$ cat src/rtl/sdr_pkg.sv
package sdr_pkg;
    typedef enum logic [1:0] {
        ST_IDLE,
        ST_DELAY,
        ST_RESPOND,
        ST_ABORT
    } sdr_state_e;

    localparam int CFG_LOWLVL   = 0;
    localparam int CFG_DLY_EN   = 4;
    localparam int CFG_PAR_EVEN = 5;
    localparam int CFG_TMO_TEST = 6;
    localparam int CFG_RSVD     = 7;
endpackage

$ cat src/rtl/sdr_regs.sv
module sdr_regs #(
    parameter int DATA_W = 8,
    parameter int DLY_W  = 8
) (
    input  logic              clk,
    input  logic              rst_n,
    input  logic              sync_clr,
    input  logic              cfg_we,
    input  logic [DATA_W-1:0] cfg_wdata,
    input  logic              dly_we,
    input  logic [DLY_W-1:0]  dly_wdata,
    input  logic              odl_we,
    input  logic [DATA_W-1:0] odl_wdata,
    output logic [DATA_W-1:0] cfg_q,
    output logic [DLY_W-1:0]  dly_q,
    output logic [DATA_W-1:0] odl_q
);
    import sdr_pkg::*;

    localparam logic [DATA_W-1:0] WR_MASK = ~(DATA_W'(1) << CFG_RSVD);

    always_ff @(posedge clk or negedge rst_n) begin
        if (!rst_n) begin
            cfg_q <= '0;
        end else if (sync_clr) begin
            cfg_q <= '0;
        end else if (cfg_we) begin
            cfg_q <= cfg_wdata & WR_MASK;
        end
    end

    always_ff @(posedge clk or negedge rst_n) begin
        if (!rst_n) begin
            dly_q <= '0;
            odl_q <= '0;
        end else begin
            if (dly_we) dly_q <= dly_wdata;
            if (odl_we) odl_q <= odl_wdata;
        end
    end

    AST_CFG_CLEAR: assert property (@(posedge clk) disable iff (!rst_n)
        sync_clr |=> (cfg_q == '0));
    AST_RSVD_ZERO: assert property (@(posedge clk) disable iff (!rst_n)
        cfg_we |=> !cfg_q[CFG_RSVD]);
endmodule

$ cat src/rtl/sdr_timeout.sv
module sdr_timeout #(
    parameter int TMO_NORMAL = 480,
    parameter int TMO_TEST   = 8
) (
    input  logic clk,
    input  logic rst_n,
    input  logic sync_clr,
    input  logic load,
    input  logic test,
    input  logic tick,
    output logic tmo
);
    localparam int TMO_W = $clog2(TMO_NORMAL + 1);

    logic [TMO_W-1:0] cnt;
    logic             armed;

    always_ff @(posedge clk or negedge rst_n) begin
        if (!rst_n) begin
            cnt   <= '0;
            armed <= 1'b0;
        end else if (sync_clr) begin
            cnt   <= '0;
            armed <= 1'b0;
        end else if (load) begin
            cnt   <= test ? TMO_W'(TMO_TEST) : TMO_W'(TMO_NORMAL);
            armed <= 1'b1;
        end else if (armed && tick && (cnt != '0)) begin
            cnt <= cnt - 1'b1;
        end
    end

    assign tmo = armed && (cnt == '0);

    AST_NO_UNDERFLOW: assert property (@(posedge clk) disable iff (!rst_n)
        (tmo && !load && !sync_clr) |=> tmo);
    AST_RELOAD_CLEARS: assert property (@(posedge clk) disable iff (!rst_n)
        (load && !sync_clr) |=> !tmo);
endmodule

$ cat src/rtl/sdr_parity.sv
module sdr_parity #(
    parameter int DATA_W = 8
) (
    input  logic              lowlvl,
    input  logic              even_sel,
    input  logic [DATA_W-1:0] data,
    output logic              par
);
    always_comb begin
        if (!lowlvl) par = 1'b0;
        else if (even_sel) par = ^data;
        else par = ~^data;
    end
endmodule

$ cat src/rtl/sdr_top.sv
module sdr_top #(
    parameter int DATA_W     = 8,
    parameter int DLY_W      = 8,
    parameter int ID_W       = $clog2(DATA_W),
    parameter int TMO_NORMAL = 480,
    parameter int TMO_TEST   = 8
) (
    input  logic              clk,
    input  logic              rst_n,
    input  logic              soft_rst,
    input  logic              bus_rst,
    input  logic              cfg_we,
    input  logic [DATA_W-1:0] cfg_wdata,
    input  logic              dly_we,
    input  logic [DLY_W-1:0]  dly_wdata,
    input  logic              odl_we,
    input  logic [DATA_W-1:0] odl_wdata,
    input  logic [ID_W-1:0]   own_id,
    input  logic              sel_in,
    input  logic              bsy_in,
    input  logic [DATA_W-1:0] data_in,
    input  logic              tick,
    input  logic              xfer_done,
    output logic [DATA_W-1:0] cfg_rdata,
    output logic [DATA_W-1:0] odl_out,
    output logic              parity_out,
    output logic              bsy_out,
    output logic              sel_tmo
);
    import sdr_pkg::*;

    sdr_state_e        state, nxt;
    logic              sync_clr;
    logic              sel_det;
    logic              hold_off;
    logic              withdraw;
    logic [DATA_W-1:0] cfg_q;
    logic [DLY_W-1:0]  dly_q;
    logic [DLY_W-1:0]  dly_cnt;

    assign sync_clr = soft_rst | bus_rst;

    sdr_regs #(.DATA_W(DATA_W), .DLY_W(DLY_W)) i_regs (
        .clk(clk), .rst_n(rst_n), .sync_clr(sync_clr),
        .cfg_we(cfg_we), .cfg_wdata(cfg_wdata),
        .dly_we(dly_we), .dly_wdata(dly_wdata),
        .odl_we(odl_we), .odl_wdata(odl_wdata),
        .cfg_q(cfg_q), .dly_q(dly_q), .odl_q(odl_out)
    );

    sdr_timeout #(.TMO_NORMAL(TMO_NORMAL), .TMO_TEST(TMO_TEST)) i_tmo (
        .clk(clk), .rst_n(rst_n), .sync_clr(sync_clr),
        .load((state == ST_IDLE) && sel_det),
        .test(cfg_q[CFG_TMO_TEST]), .tick(tick), .tmo(sel_tmo)
    );

    sdr_parity #(.DATA_W(DATA_W)) i_par (
        .lowlvl(cfg_q[CFG_LOWLVL]), .even_sel(cfg_q[CFG_PAR_EVEN]),
        .data(odl_out), .par(parity_out)
    );

    assign sel_det  = sel_in && !bsy_in && data_in[own_id];
    assign hold_off = cfg_q[CFG_DLY_EN] && (dly_q != '0);
    assign withdraw = !sel_in || bsy_in;

    always_comb begin
        nxt = state;
        unique case (state)
            ST_IDLE:    if (sel_det) nxt = hold_off ? ST_DELAY : ST_RESPOND;
            ST_DELAY:   if (withdraw) nxt = ST_ABORT;
                        else if (tick && (dly_cnt == DLY_W'(1))) nxt = ST_RESPOND;
            ST_RESPOND: if (xfer_done) nxt = ST_IDLE;
            ST_ABORT:   if (!sel_in) nxt = ST_IDLE;
            default:    nxt = ST_IDLE;
        endcase
    end

    always_ff @(posedge clk or negedge rst_n) begin
        if (!rst_n) state <= ST_IDLE;
        else if (sync_clr) state <= ST_IDLE;
        else state <= nxt;
    end

    always_ff @(posedge clk or negedge rst_n) begin
        if (!rst_n) dly_cnt <= '0;
        else if ((state == ST_IDLE) && sel_det) dly_cnt <= dly_q;
        else if ((state == ST_DELAY) && tick && (dly_cnt != '0)) dly_cnt <= dly_cnt - 1'b1;
    end

    always_comb begin
        bsy_out   = (state == ST_RESPOND);
        cfg_rdata = cfg_q;
    end

    AST_IMMEDIATE_REPLY: assert property (@(posedge clk) disable iff (!rst_n || sync_clr)
        ((state == ST_IDLE) && sel_det && !hold_off) |=> bsy_out);
    AST_NO_DETECT: assert property (@(posedge clk) disable iff (!rst_n || sync_clr)
        ((state == ST_IDLE) && !sel_in) |=> !bsy_out);
    AST_WITHDRAW_WINS: assert property (@(posedge clk) disable iff (!rst_n || sync_clr)
        ((state == ST_DELAY) && withdraw) |=> (state == ST_ABORT));
    AST_ABORT_HOLD: assert property (@(posedge clk) disable iff (!rst_n || sync_clr)
        ((state == ST_ABORT) && sel_in) |=> (state == ST_ABORT));
    AST_BSY_KEPT: assert property (@(posedge clk) disable iff (!rst_n || sync_clr)
        (bsy_out && !xfer_done) |=> bsy_out);
    AST_RESET_DROPS: assert property (@(posedge clk) disable iff (!rst_n)
        sync_clr |=> (!bsy_out && !sel_tmo));
    AST_PAR_SENSE: assert property (@(posedge clk) disable iff (!rst_n)
        (cfg_q[CFG_LOWLVL] && cfg_q[CFG_PAR_EVEN]) |-> (^{odl_out, parity_out} == 1'b0));
endmodule

$ cat config.mk
export PLATFORM = sky130hd
export DESIGN_NAME = sdr_top
export DESIGN_NICKNAME = d
export VERILOG_FILES = /design/src/rtl/sdr_pkg.sv /design/src/rtl/sdr_regs.sv /design/src/rtl/sdr_timeout.sv /design/src/rtl/sdr_parity.sv /design/src/rtl/sdr_top.sv
export SDC_FILE = /design/constraint.sdc
export NUM_CORES = 1
export LEC_CHECK = 0
export BUFFER_PORTS_ARGS = -buffer_cell sky130_fd_sc_hd__buf_2
export CAP_MARGIN = 5
export CORE_ASPECT_RATIO = 0.8
export CORE_MARGIN = 2
export CORE_UTILIZATION = 53
export DETAILED_ROUTE_END_ITERATION = 8
export PLACE_DENSITY = 0.8
export SLEW_MARGIN = 20
export SYNTH_ARGS = -nofsm -noshare
export SYNTH_HDL_FRONTEND = slang
export SYNTH_SLANG_ARGS = --single-unit
$ cat constraint.sdc
create_clock -name clk -period 2.5 [get_ports clk]
set_clock_uncertainty 0.1 [all_clocks]
set_input_delay 0.625 -clock clk [delete_from_list [all_inputs] [get_ports clk]]
set_output_delay 0.625 -clock clk [all_outputs]
set_load 0.03 [all_outputs]
==> summary.txt <==
STA
  • Final Hold Viols: 0
  • Period utilization: 98.0%
  • Worst-margin pin slew: 0.717 ns
  • Rel. slew slack: 52.2%
  • Max-slew violation count: 0
  • Final count of negative-setup-slack endpoints: 0
  • Worst setup margin: 0.0499 ns
  • RSZ-0062 raised after global routing: true
  • Post-route minimum period: 2.45 ns
  • Maximum clock frequency: 408 MHz
  • Setup TNS: 0 ns

Floorplan
  • Die W: 80.2 um
  • Initial Util: 54.2%
  • Die area: 5210 um2
  • Core area: 4540 um2
  • I/O Pins: 65
  • Rows: 22
  • Chip Height: 65.0 um

CTS
  • H-Tree Depth: 2
  • CTS buffer count: 5
  • Worst-path clk slew: 0.08 ns
  • Clock tree buffer depth: 2
  • Clock Sink Count: 43
  • Skew-Pair Late Insertion Delay: 0.29 ns
  • CTS tree: done
  • CTS Root Buffer Type: clkbuf_8

Synth
  • Async SR Flop Fraction: 100%
  • Post-synthesis simple-gate area fraction: 15.5%
  • Synthesized instance count: 218
  • Cell accounting for the most synthesized area: dfrtp_1
  • Syn Nets: 267
  • Syn avg cell area: 11.3 um2
  • Post-synthesis cell area: 2460 um2
  • Synth Area in XOR/XNOR: 5.18%
  • Mux contribution to synthesized area: 12.3%
  • Post-synth top area share: 43.7%
  • Synth cell types: 58
  • Largest family of logic cells by synthesized area: compound AO/OA/AOI/OAI gates
  • Yosys warnings: 0
  • Register bit count reported by yosys: 43
  • Post-synth EDFFs: 0
  • Adder-cell share of the synthesized area: 1.52%
  • Main area contributors after synthesis: dfrtp_1 44%, mux2_2 7.3%, mux2i_1 4.5%
  • Most used DFF post-synth: dfrtp_1
  • Register area share after synthesis: 43.7%
  • Compound-Gate Fraction of Synth Area: 17.5%

Layout
  • Final #Nets: 331
  • Most frequent cells in the layout: 61 x buf_2, 43 x dfrtp_1, 16 x nor2_1, 16 x mux2_2, 11 x mux2i_1
  • Antenna cells: 0
  • Share of layout cells above drive strength 1: 38.4%
  • Area grow syn2layout: 18.3%
  • Commonest non-fill, non-tap cell in the layout: buf_2

Detailed routing
  • WL final: 5150 um
  • First-pass DRT Iterations: 4
  • Initial DRC count: 110
  • Routed wire per std cell: 15.1 um
  • Total number of vias: 1973
  • Antenna viol nets, final: 0
  • DRC: 0
  • Avg Vias per Cell: 5.79

Global route
  • First-pass GRT wire length: 8650 um
  • GRT met1 Usage: 29.0%
  • Pin count of the biggest net entering global routing: 33
  • Met2 Usage GRT: 34.5%
  • Gr usage total: 21.5%
  • Global route overflow: 0
  • GR peak layer: met2
  • Vias in the first global route: 1900
  • Initial antenna violation count: 0
  • Met3 GRT Util: 4.74%

Placement
  • Placement Setup Slack: 0.253 ns
  • I/O Buffers: 62
  • Dpl hpwl: 3920 um
  • Routability cong.: 0.823

Critical path
  • R2R cell count: 6
  • Max FO, Critical Path: 2
  • Worst setup SP type: flip-flop
  • Critical path type: reg2out
  • Worst EP required: 1.77 ns
  • WP data arrival: 1.73 ns
  • CP Capture Type: primary output

Worst hold path
  • Hold WC Path Type: in2async

Job
  • Max Cap Viol: 0

Power
  • Power per Cell Area: 570 nW/um2
  • Worst vdd ir: 0.473 mV
  • Leak: 0.00137 uW

Outcome
  • Status: finished clean
## per-stage QoR
stage	utilization, %	hold WS, ns	total power (uW)	cells	cell area (um2)
2_1_floorplan	-	0.229	1130	218	2460
3_3_place_gp	61.5	0.410	1240	331	2800
3_5_place_dp	61.5	0.419	1250	331	2800
4_1_cts	63.6	0.303	1660	339	2890
5_1_grt	64.2	0.324	1760	341	2920
6_report	64.2	0.279	1660	341	2920
## critical path, cell delays in order (launching register included)
cell	delay, ns
dfrtp_1	0.39
xnor2_1	0.17
xnor3_1	0.42
xnor2_1	0.16
and2_1	0.16
buf_6	0.13
## sequential cells by signal, summed over array words and instances, names as in the netlist
| signal | count |
|---|---|
| i_regs.dly_q | 8 |
| i_tmo.armed | 1 |
| i_tmo.cnt | 9 |
| dly_cnt | 8 |
| i_regs.odl_q | 8 |
| i_regs.cfg_q | 7 |
| state | 2 |
## synth_stat cells (2+ instances only)
| master | number |
|---|---|
| a21oi_1 | 6 |
| nor4_2 | 3 |
| inv_1 | 7 |
| a221o_1 | 5 |
| o31a_1 | 4 |
| nand2b_1 | 3 |
| dfrtp_1 | 43 |
| a31o_2 | 2 |
| mux2i_1 | 11 |
| buf_4 | 4 |
| mux2_2 | 16 |
| a221oi_4 | 2 |
| nor2_1 | 16 |
| or2_2 | 3 |
| xor2_1 | 4 |
| o32ai_1 | 2 |
| or4_1 | 2 |
| and2_1 | 4 |
| nor4_1 | 5 |
| ha_1 | 3 |
| xnor2_1 | 8 |
| buf_6 | 2 |
| o21a_1 | 5 |
| a211oi_1 | 4 |
| nand2_1 | 2 |
| nor2b_1 | 3 |
| nand3_1 | 2 |
| nor3_1 | 4 |
| or3_1 | 4 |
| a2111oi_0 | 2 |
| clkbuf_1 | 4 |
| o21ai_0 | 6 |
| nand4bb_1 | 2 |
## where the power goes
group / switching (uW) / total, uW / internal [uW] / leakage (uW)
logic: 216 / 416 / 200 / 0.000785
registers: 73.2 / 834 / 761 / 0.000547
clock network: 225 / 410 / 186 / 0.0000361
## metal layers
metal	part of all wire, %	routed length [um]	up-vias
li1	-	-	948
met1	46	2390	956
met2	48	2470	55
met3	3.8	194	14
met4	1.8	93	0
met5	0	0	-
## kinds of logic (layout without fill, tap and decap cells)
| logic type | count (synthesis) | count (layout) |
|---|---|---|
| AOI/OAI and AO/OA | 51 | 51 |
| xor gates and xnor gates | 13 | 13 |
| adders and majority gates | 3 | 3 |
| buffers and inverters | 19 | 82 |
| DFF | 43 | 43 |
| muxes | 28 | 28 |
| other | 1 | 1 |
| and+or+nand+nor | 60 | 60 |
## repair_timing
item	in CTS	in global routing
endpoints found under the hold margin	0	0
resized for setup	1	2
endpoints found under the setup margin	1	2
hold buffers	0	0
setup buffers	2	2
pin swaps	3	0
## layout make-up
type                            instances  area, um2
Tap cell                               60       75.1
Fill cell                             393       1630
Clock inverter                          1       7.51
Clock buffer                            5       68.8
Multi-Input combinational cell        156       1290
Sequential cell                        43       1080
Inverter                                7       26.3
Timing Repair Buffer                   69        369
## worst paths after layout
kind                                   endpoint             from  slack, ns
worst min-delay path            i_regs.odl_q[4]            rst_n       0.28
max in group asynchronous       i_regs.cfg_q[2]            rst_n       1.43
worst max-delay path                 parity_out  i_regs.odl_q[7]       0.05
worst min register to register  i_regs.cfg_q[3]  i_regs.cfg_q[3]       0.43
worst max register to register       dly_cnt[5]       dly_cnt[0]       0.50
min in group clk                i_regs.cfg_q[3]  i_regs.cfg_q[3]       0.43
(Power assumes the default switching activity.)
